$ cat src/rtl/i2ce_pkg.sv
package i2ce_pkg;
    localparam int BYTE_W = 8;

    typedef enum logic [2:0] {
        PH_IDLE,
        PH_CTRL,
        PH_ADDR,
        PH_WDATA,
        PH_ACK,
        PH_TX,
        PH_RACK
    } phase_e;
endpackage

$ cat src/rtl/i2ce_line_det.sv
module i2ce_line_det (
    input  logic clk,
    input  logic rst_n,
    input  logic scl_i,
    input  logic sda_i,
    output logic start_o,
    output logic stop_o,
    output logic rise_o,
    output logic fall_o
);
    typedef struct packed {
        logic scl;
        logic sda;
    } lines_t;

    lines_t lines_d, lines_q;

    always_comb begin
        lines_d.scl = scl_i;
        lines_d.sda = sda_i;
    end

    always_ff @(posedge clk or negedge rst_n) begin
        if (!rst_n) lines_q <= '{scl: 1'b1, sda: 1'b1};
        else        lines_q <= lines_d;
    end

    assign start_o = lines_q.scl && scl_i && lines_q.sda && !sda_i;
    assign stop_o  = lines_q.scl && scl_i && !lines_q.sda && sda_i;
    assign rise_o  = !lines_q.scl && scl_i;
    assign fall_o  = lines_q.scl && !scl_i;
endmodule

$ cat src/rtl/i2ce_page_buf.sv
module i2ce_page_buf #(
    parameter int PW = 3,
    parameter int DW = 8
) (
    input  logic          clk,
    input  logic          rst_n,
    input  logic          clr,
    input  logic          we,
    input  logic [PW-1:0] widx,
    input  logic [DW-1:0] wdata,
    input  logic [PW-1:0] ridx,
    output logic [DW-1:0] rdata,
    output logic          rvalid
);
    localparam int SLOTS = 1 << PW;

    logic [DW-1:0]    slot_d [SLOTS];
    logic [DW-1:0]    slot_q [SLOTS];
    logic [SLOTS-1:0] vld_d, vld_q;

    for (genvar g = 0; g < SLOTS; g++) begin : g_slot
        always_comb begin
            slot_d[g] = slot_q[g];
            vld_d[g]  = clr ? 1'b0 : vld_q[g];
            if (we && widx == PW'(g)) begin
                slot_d[g] = wdata;
                vld_d[g]  = 1'b1;
            end
        end

        always_ff @(posedge clk or negedge rst_n) begin
            if (!rst_n) begin
                slot_q[g] <= '0;
                vld_q[g]  <= 1'b0;
            end else begin
                slot_q[g] <= slot_d[g];
                vld_q[g]  <= vld_d[g];
            end
        end
    end

    assign rdata  = slot_q[ridx];
    assign rvalid = vld_q[ridx];

    // a buffered byte lands in its slot; later bytes to the same slot replace it
    a_r4_slot_holds_byte: assert property (@(posedge clk) disable iff (!rst_n)
        (we && !clr) |=> (vld_q[$past(widx)] && slot_q[$past(widx)] == $past(wdata)));
endmodule

$ cat src/rtl/i2ce_array.sv
module i2ce_array #(
    parameter int AW = 7,
    parameter int DW = 8
) (
    input  logic          clk,
    input  logic          rst_n,
    input  logic          we,
    input  logic [AW-1:0] waddr,
    input  logic [DW-1:0] wdata,
    input  logic [AW-1:0] raddr,
    output logic [DW-1:0] rdata
);
    localparam int DEPTH = 1 << AW;

    logic [DW-1:0] cell_q [DEPTH];

    always_ff @(posedge clk or negedge rst_n) begin
        if (!rst_n) begin
            for (int i = 0; i < DEPTH; i++) cell_q[i] <= '0;
        end else if (we) begin
            cell_q[waddr] <= wdata;
        end
    end

    assign rdata = cell_q[raddr];
endmodule

$ cat src/rtl/i2c_page_eeprom.sv
module i2c_page_eeprom
    import i2ce_pkg::*;
#(
    parameter int         AW        = 7,
    parameter int         PW        = 3,
    parameter int         WR_CYCLES = 1000,
    parameter logic [6:0] DEV_CODE  = 7'b1010000
) (
    input  logic clk,
    input  logic rst_n,
    input  logic scl_i,
    input  logic sda_i,
    output logic sda_pull_o,
    input  logic protect_n_i,
    input  logic wr_gate_i
);
    localparam int CW = $clog2(WR_CYCLES + 1);
    localparam int IW = PW + 1;

    typedef struct packed {
        phase_e            ph;
        phase_e            ret;
        logic [3:0]        cnt;
        logic [BYTE_W-1:0] sh;
        logic [AW-1:0]     ptr;
        logic              pull;
        logic              mack;
        logic              gate_ok;
        logic              pend;
        logic [CW-1:0]     busy;
        logic [IW-1:0]     cidx;
    } st_t;

    st_t q, d;

    logic start_w, stop_w, rise_w, fall_w;
    logic buf_clr, buf_we, buf_rv, mem_we;
    logic [BYTE_W-1:0] buf_rd, mem_rd;

    i2ce_line_det u_line (
        .clk(clk), .rst_n(rst_n), .scl_i(scl_i), .sda_i(sda_i),
        .start_o(start_w), .stop_o(stop_w), .rise_o(rise_w), .fall_o(fall_w)
    );

    i2ce_page_buf #(.PW(PW), .DW(BYTE_W)) u_buf (
        .clk(clk), .rst_n(rst_n), .clr(buf_clr), .we(buf_we),
        .widx(q.ptr[PW-1:0]), .wdata(q.sh),
        .ridx(q.cidx[PW-1:0]), .rdata(buf_rd), .rvalid(buf_rv)
    );

    assign mem_we = (q.busy != '0) && !q.cidx[PW] && buf_rv;

    i2ce_array #(.AW(AW), .DW(BYTE_W)) u_mem (
        .clk(clk), .rst_n(rst_n), .we(mem_we),
        .waddr({q.ptr[AW-1:PW], q.cidx[PW-1:0]}), .wdata(buf_rd),
        .raddr(q.ptr), .rdata(mem_rd)
    );

    always_comb begin
        d       = q;
        buf_we  = 1'b0;
        buf_clr = 1'b0;
        if (q.busy != '0) begin
            d.busy = q.busy - CW'(1);
            if (!q.cidx[PW]) d.cidx = q.cidx + IW'(1);
        end
        if (!wr_gate_i && q.ph != PH_IDLE) d.gate_ok = 1'b0;

        if (q.busy != '0) begin
            d.ph   = PH_IDLE;
            d.pull = 1'b0;
        end else if (start_w) begin
            d.ph      = PH_CTRL;
            d.cnt     = '0;
            d.pull    = 1'b0;
            d.gate_ok = wr_gate_i;
            d.pend    = 1'b0;
            buf_clr   = 1'b1;
        end else if (stop_w) begin
            d.ph   = PH_IDLE;
            d.pull = 1'b0;
            d.pend = 1'b0;
            if (q.pend && q.gate_ok && wr_gate_i && protect_n_i) begin
                d.busy = CW'(WR_CYCLES);
                d.cidx = '0;
            end
        end else begin
            case (q.ph)
                PH_CTRL, PH_ADDR, PH_WDATA: begin
                    if (rise_w && q.cnt != 4'd8) begin
                        d.sh  = {q.sh[BYTE_W-2:0], sda_i};
                        d.cnt = q.cnt + 4'd1;
                    end else if (fall_w && q.cnt == 4'd8) begin
                        d.ph   = PH_ACK;
                        d.pull = 1'b1;
                        d.ret  = PH_WDATA;
                        if (q.ph == PH_CTRL) begin
                            d.ret = q.sh[0] ? PH_TX : PH_ADDR;
                            if (q.sh[7:1] != DEV_CODE) begin
                                d.ph   = PH_IDLE;
                                d.pull = 1'b0;
                            end
                        end else if (q.ph == PH_ADDR) begin
                            d.ptr = q.sh[AW-1:0];
                        end else begin
                            buf_we = 1'b1;
                            d.ptr  = {q.ptr[AW-1:PW], q.ptr[PW-1:0] + PW'(1)};
                            d.pend = 1'b1;
                        end
                    end
                end
                PH_ACK: begin
                    if (fall_w) begin
                        d.cnt  = '0;
                        d.ph   = q.ret;
                        d.pull = 1'b0;
                        if (q.ret == PH_TX) begin
                            d.sh   = mem_rd;
                            d.ptr  = q.ptr + AW'(1);
                            d.pull = !mem_rd[BYTE_W-1];
                        end
                    end
                end
                PH_TX: begin
                    if (fall_w) begin
                        if (q.cnt == 4'd7) begin
                            d.ph   = PH_RACK;
                            d.pull = 1'b0;
                        end else begin
                            d.sh   = {q.sh[BYTE_W-2:0], 1'b0};
                            d.cnt  = q.cnt + 4'd1;
                            d.pull = !q.sh[BYTE_W-2];
                        end
                    end
                end
                PH_RACK: begin
                    if (rise_w) begin
                        d.mack = !sda_i;
                    end else if (fall_w) begin
                        if (q.mack) begin
                            d.ph   = PH_TX;
                            d.cnt  = '0;
                            d.sh   = mem_rd;
                            d.ptr  = q.ptr + AW'(1);
                            d.pull = !mem_rd[BYTE_W-1];
                        end else begin
                            d.ph = PH_IDLE;
                        end
                    end
                end
                default: ;
            endcase
        end
    end

    always_ff @(posedge clk or negedge rst_n) begin
        if (!rst_n) begin
            q         <= '0;
            q.ph      <= PH_IDLE;
            q.ret     <= PH_IDLE;
            q.gate_ok <= 1'b1;
        end else begin
            q <= d;
        end
    end

    assign sda_pull_o = q.pull;

    // the line stays released while the commit runs
    a_r6_busy_silent: assert property (@(posedge clk) disable iff (!rst_n)
        (q.busy != '0) |-> !sda_pull_o);

    // a busy period only ever starts from a detected STOP
    a_r5_busy_from_stop: assert property (@(posedge clk) disable iff (!rst_n)
        (q.busy != '0 && $past(q.busy) == '0) |-> $past(stop_w));

    // a commit starts only with the gate high and protect released
    a_r7_gate_and_protect: assert property (@(posedge clk) disable iff (!rst_n)
        (q.busy != '0 && $past(q.busy) == '0) |-> ($past(wr_gate_i) && $past(protect_n_i)));

    // the block moves SDA only while SCL is low
    a_r9_pull_moves_scl_low: assert property (@(posedge clk) disable iff (!rst_n)
        !$stable(sda_pull_o) |-> !$past(scl_i));

    // an idle-time START always opens a control byte
    a_r1_start_opens_ctrl: assert property (@(posedge clk) disable iff (!rst_n)
        (start_w && q.busy == '0) |=> (q.ph == PH_CTRL && q.cnt == '0));
endmodule

$ cat config.mk
export PLATFORM = sky130hd
export DESIGN_NAME = i2c_page_eeprom
export DESIGN_NICKNAME = d
export VERILOG_FILES = /design/src/rtl/i2ce_pkg.sv /design/src/rtl/i2ce_line_det.sv /design/src/rtl/i2ce_page_buf.sv /design/src/rtl/i2ce_array.sv /design/src/rtl/i2c_page_eeprom.sv
export SDC_FILE = /design/constraint.sdc
export NUM_CORES = 2
export LEC_CHECK = 0
export BUFFER_PORTS_ARGS = -buffer_cell sky130_fd_sc_hd__buf_4
export CAP_MARGIN = 15
export CORE_AREA = 2 2 422 424
export DETAILED_ROUTE_END_ITERATION = 16
export DIE_AREA = 0 0 424 426
export PLACE_DENSITY = 0.53
export SKIP_CTS_REPAIR_TIMING = 1
export SYNTH_ARGS = -nofsm -noshare
export SYNTH_HDL_FRONTEND = slang
export SYNTH_HIERARCHICAL = 1
export SYNTH_SLANG_ARGS = --single-unit
$ cat constraint.sdc
create_clock -name clk -period 4 [get_ports clk]
set_input_delay 0.2 -clock clk [delete_from_list [all_inputs] [get_ports clk]]
set_output_delay 0.2 -clock clk [all_outputs]
set_load 0.01 [all_outputs]
==> results by group <==
Floorplanning
  • Core ar.: approximately 180000 sq um
  • Ports: 7
  • Die area: approximately 180000 sq um
  • Die Height: 426 um
  • Initial Utilization: 29.91%
  • Num rows: 154
  • Die Wd: between 400 and 500 um

Route
  • Post-DRT Antenna Nets: 0
  • Vias/cell: 5.090
  • DRT Pass-1 Iters: 5
  • Vias post-DR: 29.27k
  • Final wirelength: 136900 um
  • Routed wire length per instance: 23.81 um
  • Iter 0 DRT Violations: 1944
  • Detailed-route DRC error count: 0

Logic synthesis
  • Yosys reg bits: 1141
  • Syn Std Cell Area: 52560 sq um
  • Number of enable flip-flop cells after synthesis: 0
  • Syn_area_per_cell: around 16 sq um
  • Top FF cell, synth: dfrtp_1
  • Synth async-reset ratio: 100.0%
  • Synth Net Count: 3283
  • Synth cell types: around 70
  • Syn Inst Count: 3271
  • Syn. warnings: 6
  • Seq/Total Area, Yosys: 54.33%

Power and ir drop
  • Switching Share: between 20% and 30%
  • Internal cell power: 18510 uW
  • Pleak: 0.02777 uW
  • Power per cell area: between 300 and 400 nW/um^2
  • Flop pwr share: between 40% and 50%
  • Logic pwr share: 1.2%
  • Max IR drop VDD: 357.5 uV
  • Net Switching: 5203 uW
  • Clk pwr share: between 50 and 60%

Setup path
  • Worst r2r src: q[18]$_DFFE_PN0P_
  • Crit-path most repeated cell: mux4_2
  • Crit-path max cell delay: 0.57 ns
  • Critical path required time: 4.66 ns
  • CP Cell Sequence: buf_12, buf_4, mux4_2, mux4_2, mux4_2, mux2_2, a22o_1, mux2_2
  • Crit path max-delay family: multiplexers
  • Crit path arrival time: 4.36 ns
  • Critical path type: flop to flop
  • Critical Path Source Type: flop
  • Max FO, Critical Path: 31
  • Worst Setup SP: q[18]$_DFFE_PN0P_
  • CP endpoint kind: flop
  • WP buf/inv: 2
  • Slowest CP cell: mux4_2

STA
  • Worst Hold Margin: 0.008647 ns
  • Hold Fails Final Rpt: 0
  • Fmax: 0.2698 GHz
  • Final Cycle Share: 92.66%
  • Slew headroom: approximately a fifth
  • Max-slew violation count: 0
  • Worst slew pin tran: 1.186 ns
  • Clk_skew: ~0.037 ns
  • Final period demand of the worst path: ~3.7 ns
  • Total negative slack: 0 ns
  • RSZ-0062 raised after global routing: false
  • Final setup fails: 0

GRT
  • Largest net degree at the start of global routing: 114
  • Vias in the first global route: 30.69k
  • GRT Overall Usage: 15.36%
  • Antenna violations before repair: 4
  • Grt ovf: 0
  • First-pass GRT wire length: 209300 um

Clocking
  • CTS max path bufs: 3
  • H-tree depth: 4
  • Worst-path clk slew: 0.06 ns
  • Cts bufs inserted: 131
  • Skew-Pair Late Insertion Delay: about 0.8 ns
  • CTS tree: built
  • Clock sinks: 1141
  • Root buf cell: clkbuf_16

Cells and area
  • Nets: ~3.3k
  • Design area: between 60000 and 70000 sq um
  • Share of cells above drive strength 1: 53.45%
  • Most frequent cells in the layout: 1133 x dfrtp_1, 1106 x mux2_2, 336 x mux4_2
  • Layout Area Growth over Synthesis: 14.72%
  • Leading cell type in the layout, fill and taps excluded: dfrtp_1

Worst hold path
  • HP Start: protect_n_i
  • Hold Crit Class: input port to flop

Place
  • HPWL Detailed: slightly below 90000 um
  • IO Port Bufs: 6
  • Placed cell areas: 55980 sq um
  • Placer Congestion: 0.7685

Status
  • Status: completed

Flow run
  • Max Cap Viol: 0
cell families after synthesis:
| logic type | share of synthesized area (%) |
|---|---|
| AND/OR/NAND/NOR | 3.002 |
| multiplexers | 39.33 |
| adder cells (fa/ha/maj) | 0.1428 |
| XOR/XNOR | 0.03333 |
| flip-flops | 54.33 |
| AO/OA/AOI/OAI | 1.195 |
| buffers and inverters | 1.971 |
power groups by stage:
stage	clock [uW]	sequential, uW	combinational [uW]
finish	11900	11500	285
global route	12700	11500	337
CTS	12200	11500	302
detailed placement	0	11800	301
global placement	0	11800	300
floorplan	0	11800	9.00
area by class of cell:
class / count / area [sq um]
Fill cell: 16980 / 115400
Antenna cell: 4 / 10.01
Timing Repair Buffer: 140 / 1426
Clock buffer: 204 / 3886
Clock inverter: 27 / 379.1
Sequential cell: 1141 / 28570
Inverter: 15 / 56.30
Tap cell: 2340 / 2928
Multi-Input combinational cell: 1880 / 23040
sequential cells by signal (all words and copies together), names as in the netlist:
| signal | cells |
|---|---|
| sda_pull_o | 1 |
| q | 42 |
| u_line/lines_q | 2 |
| u_mem/cell_q | 1024 |
| u_buf/slot_q | 64 |
| u_buf/vld_q | 8 |
worst register-to-register path: stages, from the launching register on:
cell and delay [ns]:
dfrtp_4 0.51, buf_12 0.30, buf_4 0.37, mux4_2 0.58
mux4_2 0.54, mux4_2 0.55, mux2_2 0.30, a22o_1 0.19
mux2_2 0.25
final timing paths:
path,to,slack [ns],cells after the start
setup / recovery,q[28]$_DFFE_PN0P_,0.29,8
hold / removal,q[3]$_DFF_PN0_,0.009,4
setup reg to reg,q[28]$_DFFE_PN0P_,0.29,8
hold reg to reg,u_buf/vld_q[1]$_DFFE_PN0P_,0.47,1
max in group asynchronous,u_mem/cell_q[560]$_DFFE_PN0P_,2.72,3
min in group asynchronous,q[9]$_DFF_PN0_,0.10,2
metrics by stage:
step                      total power, uW  setup WS, ns  util, %  std cells
after floorplan                     11770        0.3806        -       3271
after global placement              12060        0.1688    31.84       5510
after detailed placement            12060        0.2602    31.86       5512
after CTS                           24090        0.2399    34.28       5743
after global routing                24610        0.1652    34.31       5747
final                               23710        0.2935    34.31       5751
synth_stat cells, types with 3 or more instances:
library cell	n	area, sq um
nor2b_1	10	62.56
mux2i_1	4	40.04
a21oi_1	22	110.1
nor4bb_1	3	30.03
nand2b_1	12	75.07
a22o_1	8	70.07
inv_1	15	56.30
buf_1	14	52.55
mux2_4	3	45.04
mux4_2	336	7567
nand2_1	101	379.1
nand3b_1	6	45.04
mux4_1	18	473.0
mux2_2	1114	12540
a21o_1	5	37.54
buf_4	8	60.06
or2_2	5	31.28
nor2_1	70	262.8
nor3b_1	3	22.52
o21ai_0	31	155.2
nor4_1	4	25.02
dfrtp_1	1138	28480
a31oi_1	6	37.54
nand4_1	6	37.54
nand4b_1	9	78.83
or3_1	4	25.02
ha_1	6	75.07
buf_2	29	145.1
nor3_1	22	110.1
nand3_1	13	65.06
and3_1	7	43.79
nor4_2	6	75.07
o22ai_1	5	31.28
clkbuf_1	181	679.4
dfstp_2	3	78.83
per-layer routing:
layer | routed length [um] | track usage [%] | vias up
li1 | - | - | 12460
met1 | 65140 | 22.14 | 16150
met2 | 63970 | 24.07 | 477
met3 | 4864 | 2.405 | 188
met4 | 2930 | 4.004 | 0
met5 | 0 | 0 | -
No activity file was read; power rests on OpenSTA's default activity.
